### src/rtl/ass_pkg.sv
package ass_pkg;
    localparam int DATA_W   = 24;
    localparam int NARROW_W = 16;
    localparam int CNT_W    = 6;

    function automatic logic [CNT_W-1:0] code_bits(input logic [2:0] code);
        case (code)
            3'd0:    code_bits = CNT_W'(8);
            3'd1:    code_bits = CNT_W'(12);
            3'd2:    code_bits = CNT_W'(16);
            3'd3:    code_bits = CNT_W'(24);
            3'd4:    code_bits = CNT_W'(32);
            default: code_bits = CNT_W'(8);
        endcase
    endfunction

    function automatic logic code_legal(input logic [2:0] code, input logic narrow);
        if (code > 3'd4)
            code_legal = 1'b0;
        else if (narrow)
            code_legal = (code < 3'd3);
        else
            code_legal = 1'b1;
    endfunction
endpackage

### src/rtl/ass_len_decode.sv
module ass_len_decode
    import ass_pkg::*;
(
    input  logic             clk,
    input  logic             rst_n,
    input  logic [2:0]       wlen_sel,
    input  logic             align15,
    output logic [CNT_W-1:0] bit_len,
    output logic             legal,
    output logic             len_err
);
    typedef struct packed {
        logic err;
    } dec_state_t;

    dec_state_t st_d, st_q;

    always_comb begin
        bit_len  = code_bits(wlen_sel);
        legal    = code_legal(wlen_sel, align15);
        st_d     = st_q;
        st_d.err = ~legal;
    end

    always_ff @(posedge clk or negedge rst_n) begin
        if (!rst_n) st_q <= '0;
        else        st_q <= st_d;
    end

    assign len_err = st_q.err;

    a_r8_narrow_wide_err: assert property (@(posedge clk) disable iff (!rst_n)
        (align15 && (wlen_sel == 3'd3 || wlen_sel == 3'd4)) |=> len_err);
endmodule

### src/rtl/ass_tx_shift.sv
module ass_tx_shift
    import ass_pkg::*;
(
    input  logic              clk,
    input  logic              rst_n,
    input  logic              bclk_rise,
    input  logic              start,
    input  logic [DATA_W-1:0] tx_word,
    input  logic              align15,
    input  logic [CNT_W-1:0]  bit_len,
    output logic              sdout
);
    localparam int PAD_W = DATA_W - NARROW_W;

    typedef struct packed {
        logic [DATA_W-1:0] sh;
        logic [CNT_W-1:0]  left;
        logic              sd;
    } tx_state_t;

    tx_state_t st_d, st_q;
    logic [DATA_W-1:0] load_w;

    always_comb begin
        st_d   = st_q;
        load_w = align15 ? {tx_word[NARROW_W-1:0], {PAD_W{1'b0}}} : tx_word;
        if (bclk_rise) begin
            if (start) begin
                st_d.sd   = load_w[DATA_W-1];
                st_d.sh   = load_w << 1;
                st_d.left = bit_len - CNT_W'(1);
            end else if (st_q.left != '0) begin
                st_d.sd   = st_q.sh[DATA_W-1];
                st_d.sh   = st_q.sh << 1;
                st_d.left = st_q.left - CNT_W'(1);
            end else begin
                st_d.sd   = 1'b0;
            end
        end
    end

    always_ff @(posedge clk or negedge rst_n) begin
        if (!rst_n) st_q <= '0;
        else        st_q <= st_d;
    end

    assign sdout = st_q.sd;

    a_r6_sdout_hold: assert property (@(posedge clk) disable iff (!rst_n)
        !bclk_rise |=> $stable(sdout));
    a_r10_idle_low: assert property (@(posedge clk) disable iff (!rst_n)
        (bclk_rise && !start && st_q.left == '0) |=> !sdout);
endmodule

### src/rtl/ass_rx_shift.sv
module ass_rx_shift
    import ass_pkg::*;
(
    input  logic              clk,
    input  logic              rst_n,
    input  logic              bclk_fall,
    input  logic              start,
    input  logic              sdin,
    input  logic              align15,
    input  logic [CNT_W-1:0]  bit_len,
    output logic [DATA_W-1:0] rx_word,
    output logic              rx_valid
);
    localparam logic [CNT_W-1:0] DW_C = CNT_W'(DATA_W);
    localparam logic [CNT_W-1:0] NW_C = CNT_W'(NARROW_W);

    typedef struct packed {
        logic [DATA_W-1:0] sh;
        logic [DATA_W-1:0] word;
        logic [CNT_W-1:0]  cnt;
        logic [CNT_W-1:0]  len;
        logic              nar;
        logic              active;
        logic              vld;
    } rx_state_t;

    rx_state_t st_d, st_q;
    logic [CNT_W-1:0]  keep;
    logic [CNT_W-1:0]  shamt;
    logic [DATA_W-1:0] sh_nx;

    always_comb begin
        st_d     = st_q;
        st_d.vld = 1'b0;
        keep     = (st_q.len > DW_C) ? DW_C : st_q.len;
        shamt    = st_q.nar ? (NW_C - st_q.len) : (DW_C - keep);
        sh_nx    = st_q.sh;
        if (st_q.cnt < keep)
            sh_nx = {st_q.sh[DATA_W-2:0], sdin};
        if (start) begin
            st_d.active = 1'b1;
            st_d.cnt    = '0;
            st_d.len    = bit_len;
            st_d.nar    = align15;
            st_d.sh     = '0;
        end else if (bclk_fall && st_q.active) begin
            st_d.sh  = sh_nx;
            st_d.cnt = st_q.cnt + CNT_W'(1);
            if (st_q.cnt == st_q.len - CNT_W'(1)) begin
                st_d.active = 1'b0;
                st_d.vld    = 1'b1;
                st_d.word   = sh_nx << shamt;
            end
        end
    end

    always_ff @(posedge clk or negedge rst_n) begin
        if (!rst_n) st_q <= '0;
        else        st_q <= st_d;
    end

    assign rx_word  = st_q.word;
    assign rx_valid = st_q.vld;

    a_r7_valid_pulse: assert property (@(posedge clk) disable iff (!rst_n)
        rx_valid |=> !rx_valid);
    a_r7_word_changes_with_valid: assert property (@(posedge clk) disable iff (!rst_n)
        !st_d.vld |=> $stable(rx_word));
    a_r4_narrow_top_zero: assert property (@(posedge clk) disable iff (!rst_n)
        (rx_valid && st_q.nar) |-> (rx_word[DATA_W-1:NARROW_W] == '0));
endmodule

### src/rtl/aligned_shift_pair.sv
module aligned_shift_pair
    import ass_pkg::*;
(
    input  logic              clk,
    input  logic              rst_n,
    input  logic              bclk_rise,
    input  logic              bclk_fall,
    input  logic              word_start,
    input  logic              sdin,
    input  logic [DATA_W-1:0] tx_word,
    input  logic [2:0]        wlen_sel,
    input  logic              align15,
    output logic              sdout,
    output logic [DATA_W-1:0] rx_word,
    output logic              rx_valid,
    output logic              len_err
);
    logic [CNT_W-1:0] bit_len;
    logic             legal;
    logic             start;

    assign start = bclk_rise & word_start & legal;

    ass_len_decode u_dec (
        .clk      (clk),
        .rst_n    (rst_n),
        .wlen_sel (wlen_sel),
        .align15  (align15),
        .bit_len  (bit_len),
        .legal    (legal),
        .len_err  (len_err)
    );

    ass_tx_shift u_tx (
        .clk       (clk),
        .rst_n     (rst_n),
        .bclk_rise (bclk_rise),
        .start     (start),
        .tx_word   (tx_word),
        .align15   (align15),
        .bit_len   (bit_len),
        .sdout     (sdout)
    );

    ass_rx_shift u_rx (
        .clk       (clk),
        .rst_n     (rst_n),
        .bclk_fall (bclk_fall),
        .start     (start),
        .sdin      (sdin),
        .align15   (align15),
        .bit_len   (bit_len),
        .rx_word   (rx_word),
        .rx_valid  (rx_valid)
    );

    a_r9_no_start_when_illegal: assert property (@(posedge clk) disable iff (!rst_n)
        (bclk_rise && word_start && !legal && !sdout && !u_rx.st_q.active) |=> (!sdout && !rx_valid));
endmodule

### config.mk
export PLATFORM = sky130hd
export DESIGN_NAME = aligned_shift_pair
export DESIGN_NICKNAME = d
export VERILOG_FILES = /design/src/rtl/ass_pkg.sv /design/src/rtl/ass_len_decode.sv /design/src/rtl/ass_tx_shift.sv /design/src/rtl/ass_rx_shift.sv /design/src/rtl/aligned_shift_pair.sv
export SDC_FILE = /design/constraint.sdc
export NUM_CORES = 1
export LEC_CHECK = 0
export CORE_ASPECT_RATIO = 1.4
export CORE_MARGIN = 2
export CORE_UTILIZATION = 57
export CTS_CLUSTER_DIAMETER = 100
export CTS_CLUSTER_SIZE = 14
export DETAILED_ROUTE_END_ITERATION = 7
export HOLD_SLACK_MARGIN = 0.03
export PLACE_DENSITY = 0.81
export SYNTH_ARGS = -nofsm -noshare
export SYNTH_HDL_FRONTEND = slang
export SYNTH_SLANG_ARGS = --single-unit
### constraint.sdc
create_clock -name clk -period 4.35 [get_ports clk]
set_clock_uncertainty 0.05 [all_clocks]
set_input_delay 0.435 -clock clk [delete_from_list [all_inputs] [get_ports clk]]
set_output_delay 0.435 -clock clk [all_outputs]
set_load 0.01 [all_outputs]
; ---- Yosys cells after proc, flatten, opt, wreduce, memory -nomap -nowiden
; Index checks and enable logic that the tools add are counted.
[totals]
regBits = 95
word_cells = 57
[classes]
bitwise_logic = 4
n_addsub = 6
n_mux = 18
n_eq_ne = 5
reduce_logical = 8
shifts = 1
n_lt_le_gt_ge = 4
[ops]
columns = cell, n
row1 = 2-to-1 mux 24 bit, 4
row2 = 2-to-1 mux 54 bit, 1
row3 = 2-to-1 mux 31 bit, 1
row4 = 2-to-1 mux 30 bit, 1
row5 = one-hot mux 6 bit (4 select lines), 1
row6 = << shifter 24 x 6 -> 24 bit, 1
row7 = 2-to-1 mux 6 bit, 3
row8 = subtractor 6 x 1 -> 6 bit (second input constant), 3
row9 = subtractor 5 x 6 -> 6 bit (first input constant), 2
row10 = adder 6 x 1 -> 6 bit (second input constant), 1
row11 = == test 3 x 2 -> 1 bit (second input constant), 2
row12 = == test 6 bit, 1
row13 = greater-than comparator 6 x 5 -> 1 bit (second input constant), 1
row14 = < comparator 6 bit, 1
row15 = nonzero test 2 bit, 3
row16 = nonzero test 6 bit, 1
row17 = 2-to-1 mux 1 bit, 5
row18 = 2-to-1 mux 2 bit, 2
row19 = AND reduction 2 bit, 2
row20 = == test 3 x 1 -> 1 bit (second input constant), 1
row21 = == test 3 bit (second input constant), 1
row22 = greater-than comparator 3 bit (second input constant), 1
row23 = < comparator 3 x 2 -> 1 bit (second input constant), 1
row24 = AND reduction 3 bit, 1
row25 = 3 further kinds, 5

; ---- Logic depth before layout (Yosys ltp)
; Gate-level depths: netlist of run 1.
[logic_depth]
word_depth = 8
mapped_depth = 12
depth_no_buf = 9

; ---- Cells and area by module
; From an unflattened synthesis of run 1, not the netlist that was laid out.
[hier_totals]
hier_cells = 746
hier_area_um2 = 6784.0
[by_module_without_submodules]
columns = module, cells_per_inst, area_per_inst_um2, n_inst
row1 = ass_rx_shift, 531, 4673.2, 1
row2 = ass_tx_shift, 200, 2000.7, 1
row3 = ass_len_decode, 14, 103.8, 1
row4 = aligned_shift_pair, 1, 6.3, 1

; ---- Least setup slack after synthesis of run 1
; No wires, ideal clock.
[synth_timing]
kind = register -> register
from = register u_rx.st_q[5] (netlist bit)
to = register u_rx.st_q, in the netlist u_rx.rx_word[19]
path_stages_with_launch = 12
arrival_time_ns = 2.954
required_ns = 4.222
path_slack_ns = 1.268
path_buffers = 3
synth_period_minus_slack_ns = 3.082
path_cell_list = dfrtp_1 > buf_2 > buf_2 > clkinv_1 > ha_1 > xor2_1 > nand4_1 > or4b_1 > buf_2 > or4_4 > o221ai_2 > o21bai_1
[synth_between]
elab_chain_cells = 5
word_cells_on_any_way = 11
classes_between = 3 x add/sub / 2 x order compare / 1 x eq/ne / 1 x shift / 3 x mux / 1 x reduce/logical
[synth_lines]
columns = element, line
row1 = start: declaration, ass_rx_shift.sv:27  ; rx_state_t st_d, st_q;
row2 = start signal: assignment, ass_rx_shift.sv:59  ; else st_q <= st_d;
row3 = greater-than comparator 6 x 5 -> 1 bit, ass_rx_shift.sv:35  ; keep = (st_q.len > DW_C) ? DW_C : st_q.len;
row4 = 2-to-1 mux 6 bit, ass_rx_shift.sv:35
row5 = subtractor 5 x 6 -> 6 bit / < comparator 6 bit (equally long branches), "ass_rx_shift.sv:36, ass_rx_shift.sv:38"
row6 = 2-to-1 mux 6 bit / 2-to-1 mux 24 bit (equally long branches), "ass_rx_shift.sv:36, ass_rx_shift.sv:38"
row7 = << shifter 24 x 6 -> 24 bit, ass_rx_shift.sv:52  ; st_d.word = sh_nx << shamt;
; Parallel ways exist; a longest one is shown, timed or not.
; A chain may end at the register's enable or synchronous reset.

; ---- Final worst setup path of run 1
[layout_timing]
from = register u_rx.st_q[5] (netlist bit)
to = register u_rx.st_q, in the netlist u_rx.rx_word[12]
; The elaborated chain is that of the path after synthesis.

==> metrics.yaml, run 1 <==
outcome:
  status: "finished clean"
pwr:
  p_leak_nw: 2.78
  cellPowerDensity_nw_per_um2: 532
  netSwitchingFraction_pct: 36.4
  clkPwrFrac_pct: 25.0
  pwr-share-seq_pct: 39.1
  ir_drop_mv: 0.265
  p_comb_share_pct: 35.8
  p_int_mw: 2.18
  switching_power_mw: 1.25
sta:
  fmaxAchievable_mhz: 269
  finalHoldViolations: 0
  hold_ws_ns: 0.0820
  tightest_slew_ns: 1.10
  slew_violations: 0
  relSlewSlack_pct: 26.2
  fin_crit_ns: 3.71
  setup_tns_ns: 0
  fin_crit_sh_pct: 85.4
  grt_setup_unrepaired: "false"
  setup_viol: 0
  setup_slack_ns: 0.636
setup_path:
  crit_type: "reg2reg"
  reg2reg_from: "u_rx.st_q[5]"
  crit_buf_inv: 1
  cp_data_arrival_time_ns: 3.89
  cp.required_ns: 4.53
  max_stage_delay_ns: 0.80
  crit_chain: "clkinv_1 -> ha_1 -> xor2_1 -> nand4_1 -> or4b_1 -> nor3_4 -> o2111ai_1 -> o311ai_0"
  start_kind: "flip-flop"
  worstPathMaxFanout: 17
  cp-end-kind: "flip-flop"
  critPathSlowestCell: "or4b_1"
  cp-startpoint: "u_rx.st_q[5]"
  path_delay_family: "simple AND/OR/NAND/NOR gates"
clocking:
  htree_levels: 3
  postCtsResizedCells: 0
  cts_buffer_depth: 2
  cts.sinks: 92
  clk_pin_slew_ns: 0.06
  cts_tree: "yes"
  root_buffer: "clkbuf_16"
  postCtsSetupRepairBufs: 0
  hold_buffers: 0
  insertion_delay_ns: 0.34
  numCtsBuffers: 9
min_path:
  holdCritPathClass: "in2async"
detailed_routing:
  drt-total-wl_mm: 14.4
  vias: 4741
  drtIter0Drc: 243
  wl_per_cell_um: 19.3
  ant_nets: 0
  routed_via_density: 6.35
  drc: 0
  firstDrtPassIters: 6
die:
  dieHeight_um: 121
  die_w_um: 87.9
  core_area_um2: 9510
  boundaryPins: 61
  fp.dieArea_um2: 10700
  rows: 42
  start_util_pct: 59.1
placement:
  port_buffers: 60
  placed_cells: 735
  hpwl_mm: 10.9
  gp_congestion: 0.929
  pre_cts_slack_ns: 0.721
cells_and_area:
  n_antenna_cell: 0
  fin_nets: 653
  mostFrequentLayoutCells: "dfrtp_1 (92), nor2_1 (60), clkdlybuf4s50_1 (59)"
  area_delta_synth_final_pct: 14.6
  final_common_cell: "dfrtp_1"
  num-fill-cells: 769
  drive_gt1_share_pct: 9.92
  layoutNonFillerInstCount: 747
global_routing:
  grt_pass1_wl_mm: 23.4
  grt_overflow: 0
  grt_usage_pct: 28.3
  antenna_found_initial: 0
  grt_max_degree: 58
  grt_pass1_vias: 4765
synth:
  syn_area_per_cell_um2: 9.41
  synth_edf_count: 0
  ys.flop_type: "dfrtp_1"
  yosys_warnings: 0
  ys_async_sr_fraction_pct: 100
  synth_seq_cells: 92
  synth-seq-area-share_pct: 41.0
  netlist_area_um2: 5620
  synth.distinct_cells: 71
  synthCells: 597
  synthesis.nets: 636
run:
  maxCapViolCount: 0
==> metal layers <==
metal	part of all wire [%]	wire length [um]	global-route usage [%]	vias to the layer above
met2	54	7730	52.3	170
met4	3.5	501	12.3	0
met5	0	0	0	-
met1	39	5570	31.1	2331
met3	4.2	604	4.56	39
li1	-	-	-	2201
==> through the flow <==
stage	power, mW	instance area (um2)	utilization (%)
detailed placement	2.57	6120	64.3
floorplan	2.17	5620	-
global placement	2.52	6120	64.3
global route	3.61	6430	67.7
finish	3.42	6430	67.7
CTS	3.42	6430	67.7
==> final timing paths <==
| kind | end | slack, ns | cells past startpoint |
|---|---|---|---|
| worst max register to register | u_rx.rx_word[12] | 0.64 | 8 |
| worst min register to register | u_rx.st_q[1] | 0.42 | 1 |
| min in group clk | u_rx.st_q[1] | 0.42 | 1 |
| worst max-delay path | u_rx.rx_word[12] | 0.64 | 8 |
| worst min-delay path | u_rx.st_q[39] | 0.08 | 1 |
| max in group asynchronous | u_rx.st_q[1] | 3.25 | 2 |
==> logic make-up (layout without fill, tap and decap cells) <==
kind of cell	count (synthesis)	count (layout)	synth area share, %
AO/OA/AOI/OAI	171	171	20.9
XOR/XNOR	11	11	1.72
adder cells (fa/ha/maj)	5	5	1.11
buffers and inverters	72	90	6.86
flip-flops	92	92	41.0
multiplexers	70	70	13.7
other	1	1	0.0668
AND/OR/NAND/NOR	175	175	14.7
==> flip-flops by register name, indices dropped and copies added, names as in the netlist <==
signal / cells
u_rx.st_q: 36
u_tx.st_q: 29
u_rx.rx_word: 24
u_dec.len_err: 1
u_rx.rx_valid: 1
u_tx.sdout: 1
==> power by group through the flow <==
stage / combinational [mW] / sequential [mW] / clock, mW
floorplan: 0.939 / 1.23 / 0
CTS: 1.22 / 1.34 / 0.869
global placement: 1.18 / 1.34 / 0
global route: 1.34 / 1.37 / 0.902
finish: 1.23 / 1.34 / 0.857
detailed placement: 1.22 / 1.35 / 0
==> worst register-to-register path, stage by stage, from the launching register on <==
cell	delay, ns
dfrtp_1	0.65
clkinv_1	0.35
ha_1	0.47
xor2_1	0.17
nand4_1	0.13
or4b_1	0.80
nor3_4	0.67
o2111ai_1	0.20
o311ai_0	0.12
==> synthesized netlist by cell type (3+ instances only) <==
| cell type | n | area [um2] |
|---|---|---|
| xnor2_1 | 5 | 43.8 |
| nand2_1 | 51 | 191 |
| a221oi_1 | 6 | 52.6 |
| buf_2 | 11 | 55.1 |
| a21boi_0 | 5 | 37.5 |
| a211oi_1 | 8 | 60.1 |
| a22oi_1 | 5 | 37.5 |
| buf_1 | 6 | 22.5 |
| o22ai_1 | 16 | 100 |
| mux2_2 | 23 | 259 |
| xor2_1 | 6 | 52.6 |
| inv_1 | 6 | 22.5 |
| o211ai_1 | 6 | 45.0 |
| nor2_1 | 60 | 225 |
| ha_1 | 5 | 62.6 |
| a311oi_1 | 3 | 26.3 |
| clkbuf_1 | 22 | 82.6 |
| nor2b_1 | 4 | 25.0 |
| buf_4 | 25 | 188 |
| a32o_1 | 5 | 50.1 |
| nand2b_1 | 6 | 37.5 |
| a21o_1 | 4 | 30.0 |
| dfrtp_1 | 92 | 2300 |
| a31oi_1 | 3 | 18.8 |
| a22o_1 | 3 | 26.3 |
| mux2i_1 | 44 | 440 |
| mux4_2 | 3 | 67.6 |
| nor3_1 | 6 | 30.0 |
| or3_1 | 3 | 18.8 |
| nand3_1 | 18 | 90.1 |
| and2_1 | 6 | 37.5 |
| a32oi_1 | 3 | 26.3 |
| o21ai_0 | 27 | 135 |
| nand4_1 | 7 | 43.8 |
| o31ai_1 | 3 | 22.5 |
| o211a_1 | 3 | 30.0 |
| a21oi_1 | 43 | 215 |
| a221o_1 | 6 | 60.1 |
==> layout make-up <==
type                            count  area (um2)  area share (%)
Clock buffer                        9         225            3.50
Clock inverter                      3        90.1            1.40
Inverter                            7        26.3           0.408
Multi-Input combinational cell    433        2950            45.8
Sequential cell                    92        2300            35.8
Tap cell                          132         165            2.57
Timing Repair Buffer               71         681            10.6
Power figures use the tool's default switching activity.
==> run 2, diff against run 1 <==
--- a/config.mk
+++ b/config.mk
@@ -5,8 +5,6 @@
 export SDC_FILE = /design/constraint.sdc
 export NUM_CORES = 1
 export LEC_CHECK = 0
-export CORE_ASPECT_RATIO = 1.4
-export CORE_MARGIN = 2
 export CORE_UTILIZATION = 57
 export CTS_CLUSTER_DIAMETER = 100
 export CTS_CLUSTER_SIZE = 14
==> metrics.yaml, run 2 (synthesis results as in run 1) <==
sta:
  fin_crit_sh_pct: 88.6
  relSlewSlack_pct: 24.1
  slew_violations: 0
  setup_slack_ns: 0.497
  tightest_slew_ns: 1.13
  setup_viol: 0
  fin_crit_ns: 3.85
  setup_tns_ns: 0
  finalHoldViolations: 0
  hold_ws_ns: 0.431
  grt_setup_unrepaired: "false"
  fmaxAchievable_mhz: 260
pwr:
  pwr-share-seq_pct: 41.0
  cellPowerDensity_nw_per_um2: 512
  clkPwrFrac_pct: 21.6
  p_leak_nw: 2.75
  switching_power_mw: 1.24
  ir_drop_mv: 0.225
  p_int_mw: 2.02
  netSwitchingFraction_pct: 38.1
  p_comb_share_pct: 37.4
cells_and_area:
  mostFrequentLayoutCells: "dfrtp_1 (92), nor2_1 (60), clkdlybuf4s50_1 (59)"
  fin_nets: 653
  largest-register: "u_rx.st_q"
  largest_register_ffs: 36
  num-fill-cells: 799
  layoutNonFillerInstCount: 748
  postLayoutCoreUtil_pct: 67.9
  n_antenna_cell: 0
  final_common_cell: "dfrtp_1"
  drive_gt1_share_pct: 10.2
  area_delta_synth_final_pct: 13.3
die:
  start_util_pct: 59.9
  boundaryPins: 61
  fp.dieArea_um2: 10300
  die_w_um: 101
  rows: 35
  dieHeight_um: 101
  core_area_um2: 9370
global_routing:
  grt_max_degree: 50
  antenna_found_initial: 0
  grt_overflow: 0
  grt_pass1_vias: 4639
  grt_usage_pct: 28.4
  grt_pass1_wl_mm: 22.9
detailed_routing:
  ant_nets: 0
  vias: 4783
  wl_met3_um: 803
  drt-total-wl_mm: 13.8
  drc: 0
  routed_via_density: 6.39
  wl_met1_mm: 5.83
  drtIter0Drc: 283
  route.met2.wl_mm: 6.67
  top_layer: "met4"
  firstDrtPassIters: 6
  wl_per_cell_um: 18.4
outcome:
  status: "finished clean"
placement:
  pre_cts_slack_ns: 0.538
  port_buffers: 60
  gp_congestion: 0.906
  placed_cells: 731
  hpwl_mm: 9.97
clocking:
  insertion_delay_ns: 0.36
  htree_levels: 3
  postCtsResizedCells: 0
  cts_tree: "yes"
  root_buffer: "clkbuf_8"
  cts.sinks: 92
  numCtsBuffers: 9
  clk_pin_slew_ns: 0.09
  cts_buffer_depth: 2
setup_path:
  cp_data_arrival_time_ns: 4.04
  worstPathMaxFanout: 20
  start_kind: "flip-flop"
  cp-end-kind: "flip-flop"
  cp.required_ns: 4.53
  crit_type: "reg2reg"
run:
  maxCapViolCount: 0
min_path:
  holdCritPathClass: "reg2reg"
## run 2: layout make-up
class	count	area [um2]	area share (%)
Sequential cell	92	2300	36.2
Multi-Input combinational cell	433	2950	46.3
Tap cell	129	161	2.54
Inverter	7	26.3	0.413
Timing Repair Buffer	71	683	10.7
Clock inverter	6	120	1.89
Clock buffer	10	128	2.00
## run 2: worst max-delay path, cell delays in order (launching register included)
cell	delay, ns
dfrtp_1	0.66
clkinv_1	0.38
ha_1	0.49
xor2_1	0.16
nand4_1	0.13
or4b_1	0.82
buf_4	0.33
nor2_1	0.21
nand2_1	0.14
o311ai_0	0.36
## run 2: repair_timing
item	4_1_cts	5_1_grt
buffers inserted	0	0
hold endpoints to repair	36	0
setup endpoints to repair	0	0
hold buffers	1	0
## run 2: path summary, 6_finish.rpt
check	depth (start not counted)	slack, ns	start	to
worst max-delay path	9	0.50	u_rx.st_q[5]	u_rx.rx_word[12]
worst min-delay path	1	0.43	u_rx.st_q[1]	u_rx.st_q[1]
min in group asynchronous	2	0.55	rst_n	u_rx.rx_word[3]
worst min register to register	1	0.43	u_rx.st_q[1]	u_rx.st_q[1]
max in group asynchronous	3	2.68	rst_n	u_tx.st_q[21]
worst max register to register	9	0.50	u_rx.st_q[5]	u_rx.rx_word[12]
## run 2: power groups by stage
stage               registers, mW  logic (mW)  clock network [mW]
global placement             1.33        1.17                   0
floorplan                    1.23       0.939                   0
global route                 1.37        1.34               0.745
detailed placement           1.35        1.20                   0
CTS                          1.33        1.21               0.720
finish                       1.34        1.22               0.706
## run 2: per-stage QoR
| stage | instance area (um2) | power (mW) |
|---|---|---|
| 5_1_grt | 6370 | 3.45 |
| 3_3_place_gp | 6110 | 2.50 |
| 6_report | 6370 | 3.26 |
| 3_5_place_dp | 6110 | 2.55 |
| 4_1_cts | 6370 | 3.26 |
| 2_1_floorplan | 5620 | 2.17 |
## run 2: per-layer routing
layer  GRT usage, %  vias to the layer above
met4           13.4                        0
met1           37.0                     2308
met3           3.73                       35
li1               -                     2210
met2           47.4                      230
met5              0                        -
==> run 3, diff against run 2 <==
--- a/config.mk
+++ b/config.mk
@@ -11,6 +11,7 @@
 export DETAILED_ROUTE_END_ITERATION = 7
 export HOLD_SLACK_MARGIN = 0.03
 export PLACE_DENSITY = 0.81
+export REMOVE_ABC_BUFFERS = 1
 export SYNTH_ARGS = -nofsm -noshare
 export SYNTH_HDL_FRONTEND = slang
 export SYNTH_SLANG_ARGS = --single-unit
==> metrics.yaml, run 3 (synthesis results as in run 1) <==
outcome:
  status: "finished clean"
die:
  start_util_pct: 59.9
  boundaryPins: 61
  rows: 35
  dieHeight_um: 101
  fp.dieArea_um2: 10300
  core_area_um2: 9370
  die_w_um: 101
cells_and_area:
  mostFrequentLayoutCells: "dfrtp_1 (92), nor2_1 (60), clkdlybuf4s50_1 (59)"
  ff_latch_area_um2: 2300
  area_delta_synth_final_pct: 11.9
  fin_nets: 651
  largest-register: "u_rx.st_q"
  drive_gt1_share_pct: 10.2
  largest_register_ffs: 36
  n_antenna_cell: 0
  multi_input_area_um2: 2950
  final_common_cell: "dfrtp_1"
  num-fill-cells: 785
global_routing:
  grt_pass1_wl_mm: 21.9
  grt_pass1_vias: 4439
  grt_overflow: 0
  grt_usage_pct: 27.2
  grt_max_degree: 93
  antenna_found_initial: 0
clocking:
  hold_buffers: 0
  root_buffer: "clkbuf_8"
  clk_pin_slew_ns: 0.09
  postCtsSetupRepairBufs: 0
  postCtsResizedCells: 0
  insertion_delay_ns: 0.36
  numCtsBuffers: 9
  cts_buffer_depth: 2
  cts_tree: "yes"
  cts.sinks: 92
  htree_levels: 3
pwr:
  p_leak_nw: 2.70
  ir_drop_mv: 0.216
  cellPowerDensity_nw_per_um2: 490
run:
  maxCapViolCount: 0
setup_path:
  start_kind: "flip-flop"
  cp-end-kind: "flip-flop"
  cp_data_arrival_time_ns: 3.88
  crit_chain: "clkinv_1 -> ha_1 -> xor2_1 -> nand4_1 -> or4b_1 -> buf_4 -> nor2_1 -> nand2_1 -> o311ai_0"
  worstPathMaxFanout: 23
  critPathSlowestCell: "or4b_1"
  cp.required_ns: 4.54
  crit_type: "reg2reg"
  max_stage_delay_ns: 0.76
detailed_routing:
  drc: 0
  vias: 4693
  wl_per_cell_um: 17.7
  top_layer: "met4"
  drtIter0Drc: 367
  wl_met1_mm: 5.63
  routed_via_density: 6.29
  drt-total-wl_mm: 13.2
  route.met2.wl_mm: 6.28
  wl_met3_um: 903
  ant_nets: 0
  firstDrtPassIters: 5
sta:
  hold_ws_ns: 0.206
  tightest_slew_ns: 1.16
  setup_tns_ns: 0
  grt_setup_unrepaired: "false"
  relSlewSlack_pct: 22.7
  slew_violations: 0
  setup_viol: 0
  fmaxAchievable_mhz: 271
  fin_crit_ns: 3.69
  fin_crit_sh_pct: 84.8
  finalHoldViolations: 0
placement:
  port_buffers: 60
  gp_congestion: 0.949
  hpwl_mm: 9.48
min_path:
  holdCritPathClass: "in2async"
## run 3: changes by cell type in the layout (fill, tap and decap cells not counted)
cell           delta
bufinv_16         -3
clkinvlp_4        +2
buf_4             -1
clkbuf_1          -1
clkinv_2          +1
dlygate4sd3_1     -1
inv_6             +1
## run 3: critical path: cells and delay by family (launching register included)
family,cells,cell delay [ns]
AO/OA/AOI/OAI,1,0.33
XOR/XNOR,1,0.16
adder cells (fa/ha/maj),1,0.48
buffers and inverters,2,0.69
flip-flops,1,0.66
AND/OR/NAND/NOR,4,1.21
## run 3: where the power goes
| group | internal, mW | switching [mW] | leakage, nW |
|---|---|---|---|
| registers | 1.07 | 0.258 | 1.18 |
| logic | 0.554 | 0.649 | 1.44 |
| clock network | 0.217 | 0.329 | 0.0857 |
## run 3: final cells by class
| class | instances | area share, % |
|---|---|---|
| Clock buffer | 9 | 1.97 |
| Multi-Input combinational cell | 433 | 46.9 |
| Tap cell | 129 | 2.57 |
| Timing Repair Buffer | 69 | 10.6 |
| Inverter | 7 | 0.418 |
| Clock inverter | 7 | 0.936 |
| Sequential cell | 92 | 36.6 |
## run 3: metrics by stage
step / cell area [um2] / setup WS, ns / power, mW / cells / utilization, %
CTS: 6280 / 0.708 / 3.07 / 746 / 67.0
finish: 6280 / 0.660 / 3.08 / 746 / 67.0
global placement: 6100 / 0.914 / 2.49 / 730 / 65.1
floorplan: 5260 / -1.30 / 2.07 / 532 / -
global route: 6280 / 0.442 / 3.26 / 746 / 67.0
detailed placement: 6100 / 0.740 / 2.52 / 730 / 65.1
## run 3: worst paths after layout
path	start	endpoint	slack [ns]	depth (start not counted)
setup reg to reg	u_rx.st_q[5]	u_rx.rx_word[12]	0.66	9
hold / removal	rst_n	u_rx.st_q[39]	0.21	1
setup / recovery	u_rx.st_q[5]	u_rx.rx_word[12]	0.66	9
hold reg to reg	u_rx.rx_word[2]	u_rx.rx_word[2]	0.44	2
max in group asynchronous	rst_n	u_rx.st_q[7]	3.25	1
min in group clk	u_rx.rx_word[2]	u_rx.rx_word[2]	0.44	2
## run 3: per-layer routing
metal,GRT usage (%),vias up
li1,-,2199
met1,36.9,2242
met2,43.5,215
met3,4.62,37
met4,11.4,0
met5,0,-
